**config.mk**
```make
export PLATFORM = sky130hd
export DESIGN_NAME = dma_bus_arbiter
export DESIGN_NICKNAME = d
export VERILOG_FILES = /design/src/rtl/dma_arb_pkg.sv /design/src/rtl/dma_arb_ctrl.sv /design/src/rtl/dma_arb_dp.sv /design/src/rtl/dma_bus_arbiter.sv
export SDC_FILE = /design/constraint.sdc
export NUM_CORES = 1
export LEC_CHECK = 0
export ABC_AREA = 1
export ABC_CLOCK_PERIOD_IN_PS = 1980
export BUFFER_PORTS_ARGS = -buffer_cell sky130_fd_sc_hd__buf_2
export CAP_MARGIN = 10
export CORE_MARGIN = 4
export CORE_UTILIZATION = 47
export DETAILED_ROUTE_END_ITERATION = 8
export PLACE_DENSITY = 0.88
export SYNTH_ARGS = -nofsm -noshare
export SYNTH_HDL_FRONTEND = slang
export SYNTH_HIERARCHICAL = 1
export SYNTH_SLANG_ARGS = --single-unit
```
**constraint.sdc**
```tcl
create_clock -name clk -period 1.98 [get_ports clk]
set_input_delay 0.099 -clock clk [delete_from_list [all_inputs] [get_ports clk]]
set_output_delay 0.099 -clock clk [all_outputs]
set_load 0.005 [all_outputs]
```
**src/rtl/dma_arb_pkg.sv**
```systemverilog
package dma_arb_pkg;

  typedef enum logic [2:0] {
    ST_IDLE,
    ST_REQ,
    ST_GNT,
    ST_CYC,
    ST_GAP,
    ST_HOLD,
    ST_REL
  } arbState_e;

  typedef struct packed {
    logic loadAcc;
    logic captureRd;
    logic driveCtl;
    logic driveData;
    logic rdStrobe;
    logic wrStrobe;
  } dpCtl_t;

endpackage

```
**src/rtl/dma_arb_ctrl.sv**
```systemverilog
module dma_arb_ctrl
  import dma_arb_pkg::*;
#(
  parameter int CYCLE_CLKS = 2,
  parameter int MAX_BURST  = 4
) (
  input  logic   clk,
  input  logic   rstN,
  input  logic   accReq,
  input  logic   accWrite,
  input  logic   busGrant,
  output logic   busReq,
  output logic   busAckN,
  output logic   accDone,
  output dpCtl_t dpCtl
);

  localparam int CNT_W   = $clog2(CYCLE_CLKS + 1);
  localparam int BURST_W = $clog2(MAX_BURST + 1);
  localparam logic [CNT_W-1:0]   LAST_CNT  = CNT_W'(CYCLE_CLKS - 1);
  localparam logic [BURST_W-1:0] BURST_CAP = BURST_W'(MAX_BURST);

  arbState_e           state, nextState;
  logic [CNT_W-1:0]    cycCnt;
  logic [BURST_W-1:0]  burstCnt;
  logic                curWrite;
  logic                startFirst, startNext, lastClk;

  always_comb begin
    startFirst = (state == ST_GNT) && busGrant;
    startNext  = (state == ST_HOLD) && accReq && (burstCnt < BURST_CAP);
    lastClk    = (state == ST_CYC) && (cycCnt == LAST_CNT);
  end

  always_comb begin
    nextState = state;
    unique case (state)
      ST_IDLE: if (accReq) nextState = ST_REQ;
      ST_REQ:  if (busGrant) nextState = ST_GNT;
      ST_GNT:  nextState = busGrant ? ST_CYC : ST_REQ;
      ST_CYC:  if (lastClk) nextState = ST_GAP;
      ST_GAP:  nextState = ST_HOLD;
      ST_HOLD: nextState = startNext ? ST_CYC : ST_REL;
      ST_REL:  nextState = ST_IDLE;
      default: nextState = ST_IDLE;
    endcase
  end

  always_ff @(posedge clk or negedge rstN) begin
    if (!rstN) begin
      state    <= ST_IDLE;
      cycCnt   <= '0;
      burstCnt <= '0;
      curWrite <= 1'b0;
    end else begin
      state <= nextState;
      if (startFirst || startNext) begin
        cycCnt   <= '0;
        curWrite <= accWrite;
      end else if (state == ST_CYC) begin
        cycCnt <= cycCnt + 1'b1;
      end
      if (startFirst) begin
        burstCnt <= BURST_W'(1);
      end else if (startNext) begin
        burstCnt <= burstCnt + 1'b1;
      end
    end
  end

  logic owning;
  always_comb begin
    owning   = (state == ST_CYC) || (state == ST_GAP) || (state == ST_HOLD);
    busReq   = (state != ST_IDLE) && (state != ST_REL);
    busAckN  = !owning;
    accDone  = (state == ST_GAP);

    dpCtl.loadAcc   = startFirst || startNext;
    dpCtl.captureRd = lastClk && !curWrite;
    dpCtl.driveCtl  = owning;
    dpCtl.driveData = curWrite && ((state == ST_CYC) || (state == ST_GAP));
    dpCtl.rdStrobe  = (state == ST_CYC) && !curWrite;
    dpCtl.wrStrobe  = (state == ST_CYC) && curWrite;
  end

endmodule

```
**src/rtl/dma_arb_dp.sv**
```systemverilog
module dma_arb_dp
  import dma_arb_pkg::*;
#(
  parameter int ADDR_W = 16,
  parameter int DATA_W = 16
) (
  input  logic              clk,
  input  logic              rstN,
  input  dpCtl_t            dpCtl,
  input  logic [ADDR_W-1:0] accAddr,
  input  logic [DATA_W-1:0] accWData,
  input  logic [DATA_W-1:0] memDataIn,
  output logic [ADDR_W-1:0] memAddr,
  output logic [DATA_W-1:0] memDataOut,
  output logic              memDataOe,
  output logic              memCtlOe,
  output logic              memRdN,
  output logic              memWrN,
  output logic [DATA_W-1:0] accRData
);

  logic [ADDR_W-1:0] addrReg;
  logic [DATA_W-1:0] wdataReg;
  logic [DATA_W-1:0] rdataReg;

  always_ff @(posedge clk or negedge rstN) begin
    if (!rstN) begin
      addrReg  <= '0;
      wdataReg <= '0;
      rdataReg <= '0;
    end else begin
      if (dpCtl.loadAcc) begin
        addrReg  <= accAddr;
        wdataReg <= accWData;
      end
      if (dpCtl.captureRd) begin
        rdataReg <= memDataIn;
      end
    end
  end

  always_comb begin
    memAddr    = addrReg;
    memDataOut = wdataReg;
    memDataOe  = dpCtl.driveData;
    memCtlOe   = dpCtl.driveCtl;
    memRdN     = !dpCtl.rdStrobe;
    memWrN     = !dpCtl.wrStrobe;
    accRData   = rdataReg;
  end

endmodule

```
**src/rtl/dma_bus_arbiter.sv**
```systemverilog
module dma_bus_arbiter
  import dma_arb_pkg::*;
#(
  parameter int ADDR_W     = 16,
  parameter int DATA_W     = 16,
  parameter int CYCLE_CLKS = 2,
  parameter int MAX_BURST  = 4
) (
  input  logic              clk,
  input  logic              rstN,
  input  logic              accReq,
  input  logic              accWrite,
  input  logic [ADDR_W-1:0] accAddr,
  input  logic [DATA_W-1:0] accWData,
  output logic              accDone,
  output logic [DATA_W-1:0] accRData,
  output logic              busReq,
  input  logic              busGrant,
  output logic              busAckN,
  output logic [ADDR_W-1:0] memAddr,
  output logic [DATA_W-1:0] memDataOut,
  input  logic [DATA_W-1:0] memDataIn,
  output logic              memDataOe,
  output logic              memCtlOe,
  output logic              memRdN,
  output logic              memWrN
);

  dpCtl_t dpCtl;

  dma_arb_ctrl #(
    .CYCLE_CLKS(CYCLE_CLKS),
    .MAX_BURST (MAX_BURST)
  ) u_ctrl (
    .clk     (clk),
    .rstN    (rstN),
    .accReq  (accReq),
    .accWrite(accWrite),
    .busGrant(busGrant),
    .busReq  (busReq),
    .busAckN (busAckN),
    .accDone (accDone),
    .dpCtl   (dpCtl)
  );

  dma_arb_dp #(
    .ADDR_W(ADDR_W),
    .DATA_W(DATA_W)
  ) u_dp (
    .clk       (clk),
    .rstN      (rstN),
    .dpCtl     (dpCtl),
    .accAddr   (accAddr),
    .accWData  (accWData),
    .memDataIn (memDataIn),
    .memAddr   (memAddr),
    .memDataOut(memDataOut),
    .memDataOe (memDataOe),
    .memCtlOe  (memCtlOe),
    .memRdN    (memRdN),
    .memWrN    (memWrN),
    .accRData  (accRData)
  );

endmodule

```
* Word-level counts from Yosys, hierarchy flattened
Cells that the tools add are included.
Operators by class: add/sub/neg operators 2, magnitude comparators 1, equal/unequal tests 10, multiplexer cells 10, reduce and logical (&&, ||, !) cells 21
Operators by type and width (number):
- 3-bit two-way mux | 6
- 3-bit one-hot mux with 6 select lines | 1
- 1-bit logical AND | 9
- 3-bit by 2-bit equality test with 1-bit output (second input constant) | 2
- 3-bit equality test (second input constant) | 2
- 2-bit two-way mux | 3
- 1-bit logical NOT | 4
- 2-bit != test (second input constant) | 2
- 2-bit nonzero test | 2
- 3-bit by 1-bit adder with 3-bit output (second input constant) | 1
- 3-bit by 1-bit equality test with 1-bit output (second input constant) | 1
- 3-bit logical NOT | 1
- 1-bit logical OR | 3
- 3-bit less-than comparator (second input constant) | 1
- 3-bit != test (second input constant) | 1
- 3-bit AND reduction | 1
- 3-bit nonzero test | 1
- 2-bit by 1-bit adder with 2-bit output (second input constant) | 1
- 2-bit by 1-bit equality test with 1-bit output (second input constant) | 1
- 2-bit by 1-bit != test with 1-bit output (second input constant) | 1
Storage, ports and cells: register bits 57, bits of input ports 53

* Longest topological paths before layout
Gate-level depths: netlist of the first run.
word-level depth 5, depth in mapped cells 10, depth with buffers taken out 8

* By module
Netlist of the first run, hierarchy kept.
By module, submodules not included:
- dma_arb_dp | instances 1, cells an instance 208, area an instance 1928.1 um^2, seq. area each 1201.2 um^2
- dma_arb_ctrl | instances 1, cells an instance 78, area an instance 615.6 um^2, seq. area each 225.2 um^2

* Least setup slack after synthesis of the first run
Ideal clock, no wire load.
kind register to register, from register u_ctrl.state[2], to register u_dp.rdataReg[10], in the netlist u_dp/accRData[10], library setup time 0.116 ns, arrival time 1.316 ns, required time 1.864 ns, slack 0.547 ns, cell stages (with the launch flop) 10, clock period less this slack 1.433 ns, cells stage by stage dfrtp_1 buf_6 inv_2 nand3_2 nor3_1 buf_6 inv_8 buf_6 nand2_1 nand2_1
RTL lines:
- from (decl) | line dma_arb_ctrl.sv:23 | arbState_e state, nextState;
- from (signal assigned) | line dma_arb_ctrl.sv:56 | state <= nextState;
- to (signal assigned) | line dma_arb_dp.sv:37 | rdataReg <= memDataIn;
- to (decl) | line dma_arb_dp.sv:24 | logic [DATA_W-1:0] rdataReg;

* Worst setup path in the final report of the first run
from register u_ctrl.state[2], to output port memCtlOe
On the way: word-level cells in the longest chain between the ends 3, elaborated cells on any way between the ends 5, those cells by class eq/ne (3); reduce/logical (2)
Ends and longest elaborated chain:
- 3-bit by 2-bit equality test with 1-bit output / 3-bit equality test (equally long branches) | line dma_arb_ctrl.sv:73 | owning = (state == ST_CYC) || (state == ST_GAP) || (state == ST_HOLD);
- 1-bit logical OR | line dma_arb_ctrl.sv:73
- 1-bit logical OR * | line dma_arb_ctrl.sv:73
- to (decl) | line dma_bus_arbiter.sv:24 | output logic memCtlOe,
Every way passes the cells marked *; elsewhere a longest branch is shown, timed or not.

==> results of run 1 <==
==> power breakdown <==
| group | switching [W] | leakage (nW) | internal [W] |
|---|---|---|---|
| sequential | 0.000375 | 0.699 | 0.00172 |
| combinational | 0.00106 | 1.28 | 0.000872 |
| clock | 0.000457 | 0.105 | 0.000682 |
| total | 0.00189 | 2.09 | 0.00327 |
==> registers in the layout, indices dropped and copies added, names as in the netlist <==
signal	cells
u_dp/accRData	16
u_dp/memAddr	16
u_dp/memDataOut	16
u_ctrl/burstCnt	3
u_ctrl/state	3
u_ctrl/cycCnt	2
u_ctrl/curWrite	1
==> layout make-up <==
cell class / instances / area, um2 / area share, %
Sequential cell: 57 / 1430 / 37.8
Timing Repair Buffer: 160 / 1080 / 28.7
Multi-Input combinational cell: 197 / 885 / 23.4
Clock buffer: 12 / 165 / 4.38
Tap cell: 70 / 87.6 / 2.32
Inverter: 17 / 76.3 / 2.02
Clock inverter: 4 / 50.0 / 1.33
==> cells in the final DEF, fill, tap and decap left out, drive strengths merged <==
cell type | Yosys | layout
or2 | 1 | 1
clkinv | 0 | 1
xor2 | 1 | 1
ha | 2 | 2
nand3 | 7 | 7
nand4 | 1 | 1
a21oi | 4 | 4
dlygate4sd3 | 0 | 50
nor2 | 13 | 13
bufinv | 0 | 1
buf | 14 | 110
clkbuf | 1 | 12
o21ai | 3 | 3
nand2 | 162 | 162
inv | 17 | 17
clkinvlp | 0 | 2
nor3 | 3 | 3
dfrtp | 57 | 57
==> metrics by stage <==
step / total power, W / hold slack, ps
4_1_cts: 0.00516 / 78.9
5_1_grt: 0.00558 / 103
2_1_floorplan: 0.00323 / -197
3_5_place_dp: 0.00392 / 148
3_3_place_gp: 0.00383 / 140
6_report: 0.00516 / 90.0
==> per-layer routing <==
layer	track usage (%)	vias up	share of wire [%]	wire length [um]
met2	40.6	73	55	3790
li1	-	1169	-	-
met1	23.5	1104	36	2520
met4	11.5	0	3.1	215
met5	0	-	0	0
met3	4.39	20	5.6	385
==> worst paths after layout <==
check | to | slack (ps) | from | cells after the start
worst max-delay path | memCtlOe | 360 | u_ctrl/state[2]$_DFFE_PN0P_ | 6
worst min-delay path | u_ctrl/burstCnt[2]$_DFFE_PN0P_ | 90 | accReq | 3
worst max register to register | u_dp/accRData[10]$_DFFE_PN0P_ | 430 | u_ctrl/state[2]$_DFFE_PN0P_ | 7
worst min register to register | u_dp/accRData[4]$_DFFE_PN0P_ | 470 | u_dp/accRData[4]$_DFFE_PN0P_ | 2
max in group asynchronous | u_ctrl/burstCnt[0]$_DFFE_PN0P_ | 1070 | rstN | 3
min in group asynchronous | u_dp/memDataOut[4]$_DFFE_PN0P_ | 320 | rstN | 2
==> synth_stat cells (all sizes together) <==
cell type and n:
a21oi 4, buf 14, clkbuf 1, dfrtp 57, ha 2, inv 17
nand2 162, nand3 7, nand4 1, nor2 13, nor3 3, o21ai 3
or2 1, xor2 1
==> cell families after synthesis <==
family	count (synthesis)	synth area share, %
AOI/OAI and AO/OA	7	1.52
and+or+nand+nor	187	31.7
buffers and inverters	32	9.35
DFF	57	56.1
adders and majority gates	2	0.984
xor gates and xnor gates	1	0.344
==> what timing repair did <==
action / 4_1_cts / 5_1_grt
endpoints found under the setup margin: 0 / 0
endpoints found under the hold margin: 75 / 0
hold buffers: 50 / 0
resized for setup: 0 / 0
==> worst max-delay path, delay by kind of cell, from the launching register on <==
family / cells / cell delay [ps]
DFF: 1 / 530
and+or+nand+nor: 3 / 380
buffers and inverters: 3 / 280
==> impl_metrics.toml, run 1 <==
[pwr]
p_leak_nw = 2.09
power_density_mw_per_mm2 = 1370
ir_drop_mv = 0.702

[clocking]
numCtsBuffers = 9
postCtsSetupBuffers = 0
cts_tree = "built"
cts_max_level = 3
clk_latency_ps = 330
cts_root_buffer = "clkbuf_8"
cts_num_sinks = 57
cts_buffer_depth = 2
path_clk_slew_ps = 60

[floorplanning]
dieWidth_um = 81.6
ioPinCount = 108
start_util_pct = 49.2
die_area_mm2 = 0.00665
placementRows = 26
die_height_um = 81.6
core_area_mm2 = 0.00517

[detailed_routing]
viasPerCell = 4.58
vias = 2366
postRouteAntennaNets = 0
wl_mm = 6.91
drt-pass1-iter-count = 4
drc = 0
avgRoutedWirePerCell_um = 13.4
drtIter0Drc = 73

[timing]
slew_headroom_pct = 58.5
period_needed_ps = 1620
finalSetupTns_ps = 0
rsz0062_at_grt = "false"
hold_viol_final = 0
slew_viol_final = 0
fmax_mhz = 619
finalCritPeriodShare_pct = 81.6
worst_slew_pin_slew_ps = 623
setup_viol = 0
worst_clock_skew_ps = 8.70
finalWorstSetupSlack_ps = 365

[global_routing]
grt_max_degree = 33
grt_util_all_layers_pct = 22.0
grt_pass1_vias = 2356
grt_overflow = 0
antenna_found_initial = 0
grt_pass1_wl_mm = 11.0

[worst_setup_path]
cp-start-kind = "flip-flop"
crit_required_ps = 1880
crit_top_cell = "inv_2"
critPathKind = "reg -> out"
cp_max_fo = 9
slowest_delay_ps = 530
slowest_stage = "dfrtp_1"
cp-end-kind = "output port"
arrival_ps = 1520
crit_chain = "inv_2 -> nand3_2 -> nand2_1 -> nor2_2 -> inv_2 -> buf_2"

[layout]
fin_cells = 517
drive_above_1_share_pct = 34.5
final_nets = 497
final_cell_area_mm2 = 0.00377
syn2layout_area_growth_pct = 48.4
fillerInstances = 372
num_antenna_cells = 0
final_util_pct = 73.0

[run_status]
outcome = "finished, final reports clean"

[logic_synthesis]
synth_warnings = 6
synth_top_area_cell = "dfrtp_1"
netlist_area_mm2 = 0.00254
synth_cells = 286
avgSynthCellArea_um2 = 8.89
synth.area.top_cells = "dfrtp_1, nand2_1, buf_6"
synth_top_area_share_pct = 56.1
syn_nets = 341
ys_ff_latch = 57
synth.distinct_cells = 28
ys_seq_area_share_pct = 56.1

[placement]
dp_cells = 451
dpl_cell_area_mm2 = 0.00306
gp_congestion = 0.860
io_buffers = 107
pre_cts_slack_ps = 464
hpwlAfterDp_mm = 4.17

[min_path]
hold_class = "in -> reg"

[flow_run]
cap_violations = 0
Note: power is estimated with default switching activity, not from simulation.
==> run 2: changes to the inputs <==
--- a/config.mk
+++ b/config.mk
@@ -6,13 +6,13 @@
 export NUM_CORES = 1
 export LEC_CHECK = 0
 export ABC_AREA = 1
-export ABC_CLOCK_PERIOD_IN_PS = 1980
+export ABC_CLOCK_PERIOD_IN_PS = 1350
 export BUFFER_PORTS_ARGS = -buffer_cell sky130_fd_sc_hd__buf_2
 export CAP_MARGIN = 10
 export CORE_MARGIN = 4
-export CORE_UTILIZATION = 47
+export CORE_UTILIZATION = 43
 export DETAILED_ROUTE_END_ITERATION = 8
-export PLACE_DENSITY = 0.88
+export PLACE_DENSITY = 0.85
 export SYNTH_ARGS = -nofsm -noshare
 export SYNTH_HDL_FRONTEND = slang
 export SYNTH_HIERARCHICAL = 1
==> constraint.sdc (replaced) <==
create_clock -name clk -period 1.35 [get_ports clk]
set_input_delay 0.0675 -clock clk [delete_from_list [all_inputs] [get_ports clk]]
set_output_delay 0.0675 -clock clk [all_outputs]
set_load 0.005 [all_outputs]
==> impl_metrics.toml, run 2 (synthesis gave the netlist of run 1 again) <==
[worst_setup_path]
crit_top_cell = "nand2_1"
crit_family = "flip-flops"
cp_max_fo = 16
slowest_delay_ps = 480
cp-start-kind = "flip-flop"
crit_chain = "buf_6 -> nor2_4 -> nand4_4 -> nand2_8 -> buf_12 -> inv_8 -> nand2_1 -> nand2_1"
critPathBufInv = 3
slowest_stage = "dfrtp_2"
arrival_ps = 1680
cp-end-kind = "flip-flop"
critPathKind = "reg -> reg"
crit_required_ps = 1550

[placement]
hpwlAfterDp_mm = 4.10
dp_cells = 458
gp_congestion = 0.833
pre_cts_slack_ps = -44.6
io_buffers = 107

[timing]
worst_slew_pin_slew_ps = 296
finalCritPeriodShare_pct = 109
rsz0062_at_grt = "true"
hold_viol_final = 0
fmax_mhz = 679
worst_clock_skew_ps = 6.58
timing.hold.ws_ps = 72.0
finalSetupTns_ps = -4520
period_needed_ps = 1470
setup_viol = 57
slew_headroom_pct = 80.2
slew_viol_final = 0
finalWorstSetupSlack_ps = -123

[detailed_routing]
avgRoutedWirePerCell_um = 15.1
vias = 2592
drtIter0Drc = 97
wl_mm = 8.27
drt-pass1-iter-count = 4
postRouteAntennaNets = 0
drc = 0
viasPerCell = 4.74

[clocking]
cts_num_sinks = 57
cts_max_level = 3
numCtsBuffers = 9
path_clk_slew_ps = 60
cts_tree = "built"
clk_latency_ps = 310
cts_buffer_depth = 2
cts_root_buffer = "clkbuf_8"

[floorplanning]
core_area_mm2 = 0.00561
ioPinCount = 108
dieWidth_um = 84.9
placementRows = 27
die_height_um = 84.9
die_area_mm2 = 0.00721
start_util_pct = 45.4

[pwr]
p_comb_share_pct = 46.7
seqPwrFrac_pct = 37.6
power_switching_w = 0.00322
ir_drop_mv = 1.04
p_sw_share_pct = 38.6
power_density_mw_per_mm2 = 1960
p_clk_share_pct = 15.7
p_int_w = 0.00512
p_leak_nw = 2.28

[layout]
drive_above_1_share_pct = 43.8
syn2layout_area_growth_pct = 66.8
final_cell_mix = "nand2_1, buf_2, dfrtp_1, dlygate4sd3_1, nand2_2"
num_antenna_cells = 0
final_nets = 526
layout_commonest_cell = "nand2_1"
final_util_pct = 75.7
fin_cells = 547

[global_routing]
antenna_found_initial = 0
grt_max_degree = 58
grt_pass1_wl_mm = 12.1
grt_pass1_vias = 2635
grt_overflow = 0
grt_util_all_layers_pct = 21.2

[run_status]
outcome = "complete, but fails checks"
violations = "setup timing"

[flow_run]
cap_violations = 0

[min_path]
hold_class = "in -> reg"
==> run 2: changes by cell type in the layout (fill, tap and decap cells not counted), moves of 3 or more <==
cell / delta
buf_6: +13
nand2_2: +14
nand2_1: -18
clkinv_2: +3
nor2_1: -5
nand2_4: +3
nor2_2: +3
buf_4: +8
==> run 2: area by class of cell <==
class,instances,area [um2]
repair inverters,2,22.5
clock buffers,11,141
fillers,397,1360
well taps,72,90.1
clock inverters,4,20.0
flip-flops and latches,57,1430
repair buffers,187,1430
multi-input cells,197,1000
inverters,17,111
==> run 2: worst min-delay path: cells and delay by family <==
family	cells	cell delay, ps
buffers and inverters	1	130
and+or+nand+nor	1	90
AOI/OAI and AO/OA	1	60
==> run 2: final timing paths <==
| path | slack [ps] | end | cells past startpoint | startpoint |
|---|---|---|---|---|
| max in group asynchronous | 820 | u_dp/memAddr[8]$_DFFE_PN0P_ | 3 | rstN |
| max | -120 | u_dp/memAddr[2]$_DFFE_PN0P_ | 8 | u_ctrl/state[1]$_DFFE_PN0P_ |
| max reg2reg | -120 | u_dp/memAddr[2]$_DFFE_PN0P_ | 8 | u_ctrl/state[1]$_DFFE_PN0P_ |
| min reg2reg | 470 | u_dp/memDataOut[10]$_DFFE_PN0P_ | 2 | u_dp/memDataOut[10]$_DFFE_PN0P_ |
| min in group asynchronous | 280 | u_ctrl/state[2]$_DFFE_PN0P_ | 3 | rstN |
| min | 70 | u_ctrl/burstCnt[2]$_DFFE_PN0P_ | 3 | accReq |
==> run 2: per-stage QoR <==
step | cell area (um2) | power [W]
after floorplan | 2560 | 0.00476
after global placement | 3120 | 0.00568
after detailed placement | 3120 | 0.00584
after CTS | 4050 | 0.00786
after global routing | 4240 | 0.00892
final | 4240 | 0.00834
==> run 2: power groups by stage <==
| stage | Clock, W | Combinational [W] | Sequential (W) |
|---|---|---|---|
| after floorplan | 0 | 0.00171 | 0.00305 |
| after global placement | 0 | 0.00266 | 0.00302 |
| after detailed placement | 0 | 0.00280 | 0.00304 |
| after CTS | 0.00135 | 0.00347 | 0.00303 |
| after global routing | 0.00144 | 0.00426 | 0.00322 |
| final | 0.00131 | 0.00389 | 0.00313 |
==> run 2: layer usage <==
layer	up-vias	GRT usage (%)	routed length (um)
li1	1234	-	-
met5	-	0	0
met4	0	9.06	183
met3	18	4.47	409
met2	113	38.4	4390
met1	1227	24.0	3290
==> run 2: repair_timing <==
item                                   4_1_cts  5_1_grt
pin swaps                                    9        9
buffers inserted                            17        5
endpoints found under the hold margin      106        0
gates resized for setup                     22       43
cloned                                       2        3
setup endpoints to repair                   39       64
hold buffers                                50        0
